File: src/rtl/cart_rtc_pkg.sv
package cart_rtc_pkg;

    localparam int ROM_BANK_W = 7;
    localparam int RAM_BANK_W = 2;
    localparam int DAY_W      = 9;
    localparam int SEL_W      = 3;
    localparam int SEC_W      = 6;
    localparam int MIN_W      = 6;
    localparam int HOUR_W     = 5;

    localparam logic [SEC_W-1:0]  SEC_LAST  = SEC_W'(59);
    localparam logic [MIN_W-1:0]  MIN_LAST  = MIN_W'(59);
    localparam logic [HOUR_W-1:0] HOUR_LAST = HOUR_W'(23);

    localparam logic [7:0] OPEN_KEY  = 8'h0A;
    localparam logic [7:0] CLOSE_KEY = 8'h00;
    localparam logic [7:0] RAM_SEL_TOP = 8'h03;
    localparam logic [7:0] CLK_SEL_LO  = 8'h08;
    localparam logic [7:0] CLK_SEL_HI  = 8'h0C;
    localparam logic [7:0] LATCH_ARM   = 8'h00;
    localparam logic [7:0] LATCH_FIRE  = 8'h01;

    typedef enum logic [2:0] {
        RGN_GATE   = 3'd0,
        RGN_ROM    = 3'd1,
        RGN_SELECT = 3'd2,
        RGN_LATCH  = 3'd3,
        RGN_EXT    = 3'd5
    } ctrl_rgn_e;

    typedef struct packed {
        logic              ovf;
        logic              halt;
        logic [DAY_W-1:0]  day;
        logic [HOUR_W-1:0] hour;
        logic [MIN_W-1:0]  min;
        logic [SEC_W-1:0]  sec;
    } clk_time_t;

    typedef struct packed {
        logic             wr;
        logic [SEL_W-1:0] sel;
        logic [7:0]       data;
    } clk_load_t;

    // Byte view of one clock register as seen by the CPU.
    function automatic logic [7:0] clk_view(clk_time_t t, logic [SEL_W-1:0] idx);
        logic [7:0] v;
        case (idx)
            3'd0:    v = 8'(t.sec);
            3'd1:    v = 8'(t.min);
            3'd2:    v = 8'(t.hour);
            3'd3:    v = t.day[7:0];
            3'd4:    v = {t.ovf, t.halt, 5'b0, t.day[DAY_W-1]};
            default: v = 8'hFF;
        endcase
        return v;
    endfunction

endpackage

File: src/rtl/cart_ctrl_regs.sv
module cart_ctrl_regs
    import cart_rtc_pkg::*;
(
    input  logic                  clk,
    input  logic                  rst,
    input  logic                  wr_en,
    input  logic [2:0]            addr_rgn,
    input  logic [7:0]            wdata,
    output logic [ROM_BANK_W-1:0] rom_bank,
    output logic [RAM_BANK_W-1:0] ram_bank,
    output logic                  win_open,
    output logic                  clk_mode,
    output logic [SEL_W-1:0]      clk_sel,
    output logic                  latch_fire,
    output logic                  latch_arm,
    output clk_load_t             load
);
    ctrl_rgn_e rgn;
    logic      hit_gate, hit_rom, hit_sel, hit_latch, hit_ext;
    logic      sel_ram, sel_clk;

    assign rgn       = ctrl_rgn_e'(addr_rgn);
    assign hit_gate  = wr_en && (rgn == RGN_GATE);
    assign hit_rom   = wr_en && (rgn == RGN_ROM);
    assign hit_sel   = wr_en && (rgn == RGN_SELECT);
    assign hit_latch = wr_en && (rgn == RGN_LATCH);
    assign hit_ext   = wr_en && (rgn == RGN_EXT);

    assign sel_ram = hit_sel && (wdata <= RAM_SEL_TOP);
    assign sel_clk = hit_sel && (wdata >= CLK_SEL_LO) && (wdata <= CLK_SEL_HI);

    assign latch_fire = hit_latch && (wdata == LATCH_FIRE);
    assign latch_arm  = hit_latch && (wdata == LATCH_ARM);

    assign load.wr   = hit_ext && win_open && clk_mode;
    assign load.sel  = clk_sel;
    assign load.data = wdata;

    always_ff @(posedge clk) begin
        if (rst) begin
            rom_bank <= ROM_BANK_W'(1);
            ram_bank <= '0;
            win_open <= 1'b0;
            clk_mode <= 1'b0;
            clk_sel  <= '0;
        end else begin
            if (hit_gate) begin
                if (wdata == OPEN_KEY)
                    win_open <= 1'b1;
                else if (wdata == CLOSE_KEY)
                    win_open <= 1'b0;
            end
            if (hit_rom)
                rom_bank <= (wdata[ROM_BANK_W-1:0] == '0) ? ROM_BANK_W'(1)
                                                          : wdata[ROM_BANK_W-1:0];
            if (sel_ram) begin
                ram_bank <= wdata[RAM_BANK_W-1:0];
                clk_mode <= 1'b0;
            end else if (sel_clk) begin
                // 0x08..0x0C: the low three bits are already value minus 8
                clk_sel  <= wdata[SEL_W-1:0];
                clk_mode <= 1'b1;
            end
        end
    end

endmodule

File: src/rtl/cart_rtc_core.sv
module cart_rtc_core
    import cart_rtc_pkg::*;
(
    input  logic      clk,
    input  logic      rst,
    input  logic      sec_tick,
    input  clk_load_t load,
    output clk_time_t live
);
    clk_time_t       adv;
    logic            c_sec, c_min, c_hour;
    logic [DAY_W:0]  day_sum;

    always_comb begin
        adv     = live;
        c_sec   = (live.sec  >= SEC_LAST);
        c_min   = c_sec && (live.min >= MIN_LAST);
        c_hour  = c_min && (live.hour >= HOUR_LAST);
        day_sum = {1'b0, live.day} + (DAY_W+1)'(1);

        adv.sec = c_sec ? '0 : live.sec + SEC_W'(1);
        if (c_sec)
            adv.min = c_min ? '0 : live.min + MIN_W'(1);
        if (c_min)
            adv.hour = c_hour ? '0 : live.hour + HOUR_W'(1);
        if (c_hour) begin
            adv.day = day_sum[DAY_W-1:0];
            if (day_sum[DAY_W])
                adv.ovf = 1'b1;
        end
    end

    always_ff @(posedge clk) begin
        if (rst) begin
            live <= '0;
        end else if (load.wr) begin
            case (load.sel)
                3'd0: live.sec           <= load.data[SEC_W-1:0];
                3'd1: live.min           <= load.data[MIN_W-1:0];
                3'd2: live.hour          <= load.data[HOUR_W-1:0];
                3'd3: live.day[7:0]      <= load.data;
                3'd4: begin
                    live.day[DAY_W-1] <= load.data[0];
                    live.halt         <= load.data[6];
                    live.ovf          <= load.data[7];
                end
                default: ;
            endcase
        end else if (sec_tick && !live.halt) begin
            live <= adv;
        end
    end

endmodule

File: src/rtl/cart_rtc_latch.sv
module cart_rtc_latch
    import cart_rtc_pkg::*;
(
    input  logic      clk,
    input  logic      rst,
    input  logic      latch_fire,
    input  logic      latch_arm,
    input  clk_time_t live,
    output clk_time_t snap,
    output logic      held
);
    always_ff @(posedge clk) begin
        if (rst) begin
            snap <= '0;
            held <= 1'b0;
        end else if (latch_fire && !held) begin
            snap <= live;
            held <= 1'b1;
        end else if (latch_arm && held) begin
            held <= 1'b0;
        end
    end

endmodule

File: src/rtl/cart_bank_rtc.sv
module cart_bank_rtc
    import cart_rtc_pkg::*;
(
    input  logic                  clk,
    input  logic                  rst,
    input  logic                  wr_en,
    input  logic [2:0]            addr_rgn,
    input  logic [7:0]            wdata,
    input  logic                  sec_tick,
    input  logic [7:0]            ram_rdata,
    output logic [ROM_BANK_W-1:0] rom_bank,
    output logic [RAM_BANK_W-1:0] ram_bank,
    output logic                  ram_en,
    output logic [7:0]            rdata
);
    logic             win_open, clk_mode, held;
    logic             latch_fire, latch_arm;
    logic [SEL_W-1:0] clk_sel;
    clk_load_t        load;
    clk_time_t        live, snap;

    cart_ctrl_regs u_ctrl (
        .clk        (clk),
        .rst        (rst),
        .wr_en      (wr_en),
        .addr_rgn   (addr_rgn),
        .wdata      (wdata),
        .rom_bank   (rom_bank),
        .ram_bank   (ram_bank),
        .win_open   (win_open),
        .clk_mode   (clk_mode),
        .clk_sel    (clk_sel),
        .latch_fire (latch_fire),
        .latch_arm  (latch_arm),
        .load       (load)
    );

    cart_rtc_core u_core (
        .clk      (clk),
        .rst      (rst),
        .sec_tick (sec_tick),
        .load     (load),
        .live     (live)
    );

    cart_rtc_latch u_latch (
        .clk        (clk),
        .rst        (rst),
        .latch_fire (latch_fire),
        .latch_arm  (latch_arm),
        .live       (live),
        .snap       (snap),
        .held       (held)
    );

    assign ram_en = win_open && !clk_mode;

    always_comb begin
        if ((addr_rgn != RGN_EXT) || !win_open)
            rdata = 8'hFF;
        else if (clk_mode)
            rdata = clk_view(snap, clk_sel);
        else
            rdata = ram_rdata;
    end

endmodule

File: config.mk
export PLATFORM = sky130hd
export DESIGN_NAME = cart_bank_rtc
export DESIGN_NICKNAME = d
export VERILOG_FILES = /design/src/rtl/cart_rtc_pkg.sv /design/src/rtl/cart_ctrl_regs.sv /design/src/rtl/cart_rtc_core.sv /design/src/rtl/cart_rtc_latch.sv /design/src/rtl/cart_bank_rtc.sv
export SDC_FILE = /design/constraint.sdc
export NUM_CORES = 1
export LEC_CHECK = 0
export CAP_MARGIN = 25
export CORE_UTILIZATION = 43
export CTS_CLUSTER_SIZE = 40
export DETAILED_ROUTE_END_ITERATION = 16
export PLACE_DENSITY_LB_ADDON = 0.25
export SLEW_MARGIN = 10
export SYNTH_ARGS = -nofsm -noshare
export SYNTH_HDL_FRONTEND = slang
export SYNTH_SLANG_ARGS = --single-unit
export TNS_END_PERCENT = 30
File: constraint.sdc
create_clock -name clk -period 4.05 [get_ports clk]
set_input_delay 0.81 -clock clk [delete_from_list [all_inputs] [get_ports clk]]
set_output_delay 0.81 -clock clk [all_outputs]
set_load 0.03 [all_outputs]
==> results of run 1 <==
==> state kept, by name, indices dropped and copies added, names as in the netlist <==
signal and cells:
u_ctrl.rom_bank 7, u_ctrl.win_open 1, u_core.live 28, u_latch.held 1
u_ctrl.clk_sel 3, u_ctrl.ram_bank 2, u_ctrl.clk_mode 1, u_latch.snap 28
==> power by group through the flow <==
stage / Sequential (uW) / Clock (uW) / Combinational (uW)
detailed placement: 724 / 0 / 81.6
global placement: 724 / 0 / 80.1
CTS: 708 / 622 / 82.1
finish: 708 / 621 / 82.0
global route: 709 / 659 / 88.6
floorplan: 726 / 0 / 35.4
==> worst min path at each step <==
| stage | slack (ns) | startpoint | cells past startpoint | endpoint |
|---|---|---|---|---|
| 2_1_floorplan | 0.45 | u_latch.snap[22] | 2 | u_latch.snap[22] |
| 3_3_place_gp | 0.47 | u_latch.snap[17] | 2 | u_latch.snap[17] |
| 3_5_place_dp | 0.48 | u_latch.snap[25] | 2 | u_latch.snap[25] |
| 4_1_cts | 0.49 | u_latch.snap[25] | 2 | u_latch.snap[25] |
| 5_1_grt | 0.52 | u_latch.snap[8] | 2 | u_latch.snap[8] |
| 6_report | 0.50 | u_latch.snap[3] | 2 | u_latch.snap[3] |
==> placed cells by master (no fill, tap or decap), types with 3 or more instances in the layout <==
| master | n |
|---|---|
| nor4_1 | 5 |
| o31ai_1 | 5 |
| mux2_2 | 3 |
| nand2_1 | 35 |
| nand2b_1 | 5 |
| ha_1 | 4 |
| a21oi_1 | 25 |
| a21oi_2 | 3 |
| o31a_1 | 4 |
| nand3_1 | 25 |
| o21ai_0 | 29 |
| clkbuf_8 | 9 |
| nand4_1 | 3 |
| nor2_1 | 71 |
| clkdlybuf4s50_1 | 39 |
| buf_4 | 7 |
| inv_1 | 9 |
| a21o_1 | 3 |
| o22ai_1 | 3 |
| a31oi_1 | 5 |
| a31o_1 | 3 |
| clkbuf_1 | 3 |
| o211ai_1 | 4 |
| dfxtp_1 | 71 |
| a211oi_1 | 11 |
| nor3_1 | 13 |
| mux2i_1 | 43 |
==> stage by stage <==
step | power (uW) | hold WS, ns | setup slack (ns) | cell area, um2 | utilization
after floorplan | 761 | 0.454 | 1.33 | 3880 | -
after global placement | 804 | 0.474 | 0.680 | 4300 | 0.494
after detailed placement | 806 | 0.476 | 0.627 | 4300 | 0.494
after CTS | 1410 | 0.495 | 0.429 | 4510 | 0.517
after global routing | 1460 | 0.520 | 0.212 | 4510 | 0.517
final | 1410 | 0.496 | 0.426 | 4510 | 0.517
==> cell families after synthesis <==
| kind of cell | count (synthesis) | synth area share |
|---|---|---|
| adder cells (fa/ha/maj) | 4 | 0.0129 |
| multiplexers | 46 | 0.120 |
| AO/OA/AOI/OAI | 123 | 0.226 |
| flip-flops | 71 | 0.367 |
| buffers and inverters | 42 | 0.0532 |
| AND/OR/NAND/NOR | 178 | 0.222 |
==> cell type report <==
cell class	count	share of cell area
multi-input combinational	351	0.501
sequential	71	0.315
timing repair buffer	47	0.0993
clock buffer	12	0.0300
tap	108	0.0300
clock inverter	4	0.0155
inverter	11	0.00916
==> routing by layer <==
layer | up-vias | global-route usage
met5 | - | 0
met4 | 0 | 0.126
met3 | 24 | 0.0448
met2 | 157 | 0.363
met1 | 1788 | 0.346
li1 | 1767 | -
==> critical path, delay by kind of cell (launching register included) <==
kind | cells | cell delay, ns
AO/OA/AOI/OAI | 3 | 0.69
buffers and inverters | 2 | 1.04
flip-flops | 1 | 0.72
==> impl_metrics.env, run 1 <==
export IMPL_status="completed"
export IMPL_yosys_warnings=0
export IMPL_crit_path_top_delay_cell="dfxtp_1"
export IMPL_cts_setup_buffers=0
export IMPL_hold_buffers=0
export IMPL_endpoint_kind="output pin"
export IMPL_hold_violations=0
export IMPL_min_period_ns=3.62
export IMPL_vias=3736
export IMPL_worst_slew_pin_slew_ns=0.757
export IMPL_root_buffer="clkbuf_8"
export IMPL_post_route_period_util=0.895
export IMPL_ff_latch_area_um2=1420
export IMPL_ant_nets=0
export IMPL_power_switching_uw=327
export IMPL_vias_per_cell=6.19
export IMPL_crit_fanout=15
export IMPL_drt_pass1_iterations=5
export IMPL_synth_nets=491
export IMPL_die_h_um=97.0
export IMPL_dieArea_um2=9400
export IMPL_fin_nets=518
export IMPL_ctsResizeCount=0
export IMPL_critPathMaxStageDelay_ns=0.72
export IMPL_fin_cells=604
export IMPL_pwr_share_seq=0.502
export IMPL_synth_largest_area_cell="dfxtp_1"
export IMPL_start_kind="register"
export IMPL_powerDensity_nw_per_um2=313
export IMPL_ys_seq_elements=71
export IMPL_grt_pass1_vias=3415
export IMPL_synth_area_um2=3880
export IMPL_r2r_setup_slack_ns=1.52
export IMPL_port_buffers=40
export IMPL_fillers=825
export IMPL_multi_input_area_um2=2260
export IMPL_switching_share=0.232
export IMPL_reg2reg_depth=5
export IMPL_initial_core_util=0.445
export IMPL_setup_viol=0
export IMPL_slew_headroom=0.491
export IMPL_cp_arrival_ns=2.81
export IMPL_gr_total_overflow=0
export IMPL_crit_path_start="u_ctrl.clk_sel[0]"
export IMPL_yosysMostFrequentCell="nor2_1"
export IMPL_drive_gt1_frac=0.0806
export IMPL_grt_pass1_wl_mm=18.4
export IMPL_cts_buffers=9
export IMPL_clk_latency_ns=0.36
export IMPL_p_clk_frac=0.440
export IMPL_dr_wl_met3_um=881
export IMPL_drv_cap=0
export IMPL_grt_max_degree=52
export IMPL_synth_edf_count=0
export IMPL_netlist_cell_type_count=65
export IMPL_syn_inst=464
export IMPL_met1_length_mm=5.07
export IMPL_clkTransAtPathRegs_ns=0.08
export IMPL_rows=34
export IMPL_cts_tree="yes"
export IMPL_cts_htree_levels=3
export IMPL_crit_required_ns=3.24
export IMPL_syn2layout_area_growth_pct=16.3
export IMPL_drt_wl_total_mm=11.2
export IMPL_p_leak_uw=0.00141
export IMPL_ys_async_sr_fraction=0
export IMPL_irDropWorstVdd_mv=0.196
export IMPL_slew_viol_final=0
export IMPL_r2r_end="u_core.live[23]"
export IMPL_combPwrFrac=0.058
export IMPL_wl_per_cell_um=18.6
export IMPL_coreArea_um2=8720
export IMPL_r2r_start="u_ctrl.clk_sel[0]"
export IMPL_antenna_found_initial=0
export IMPL_place_congestion=0.869
export IMPL_p_int_uw=1080
export IMPL_rsz0062_at_grt="no"
export IMPL_top_layer_used="met4"
export IMPL_syn_avg_cell_area_um2=8.36
export IMPL_path_class="register to output pin"
export IMPL_clkSinkCount=71
export IMPL_ys_seq_area_frac=0.367
export IMPL_drc=0
export IMPL_wl_met2_mm=4.99
export IMPL_endpoint="rdata[0]"
export IMPL_max_freq_mhz=276
export IMPL_path_cells="clkinv_1 > a31oi_1 > o2111a_1 > o21ai_0 > clkdlybuf4s50_1"
export IMPL_die_x_um=97.0
export IMPL_dp_hpwl_mm=7.76
export IMPL_clock_skew_ns=0.00854
export IMPL_cts_max_path_buffers=2
export IMPL_first_iter_violations=242
export IMPL_fin_tns_setup_ns=0
export IMPL_synthFlopType="dfxtp_1"
export IMPL_yosys_top_cells_area="dfxtp_1, mux2i_1, nor2_1"
export IMPL_numPlacedInstances=588
export IMPL_antenna_cells=0
export IMPL_holdCritPathClass="register to register"
export IMPL_synthTopCellsByCount="nor2_1, dfxtp_1, mux2i_1"
export IMPL_io_pins=41
export IMPL_globalRouteTotalUtil=0.248
export IMPL_synth_top_area_frac=0.367
(Power assumes the default switching activity.)
==> run 2, diff against run 1 <==
--- a/config.mk
+++ b/config.mk
@@ -5,7 +5,7 @@
 export SDC_FILE = /design/constraint.sdc
 export NUM_CORES = 1
 export LEC_CHECK = 0
-export CAP_MARGIN = 25
+export CAP_MARGIN = 20
 export CORE_UTILIZATION = 43
 export CTS_CLUSTER_SIZE = 40
 export DETAILED_ROUTE_END_ITERATION = 16
@@ -14,4 +14,4 @@
 export SYNTH_ARGS = -nofsm -noshare
 export SYNTH_HDL_FRONTEND = slang
 export SYNTH_SLANG_ARGS = --single-unit
-export TNS_END_PERCENT = 30
+export TNS_END_PERCENT = 20
==> results of run 2 <==
Same layout as run 1: the final DEF is identical, and so are final timing and power.
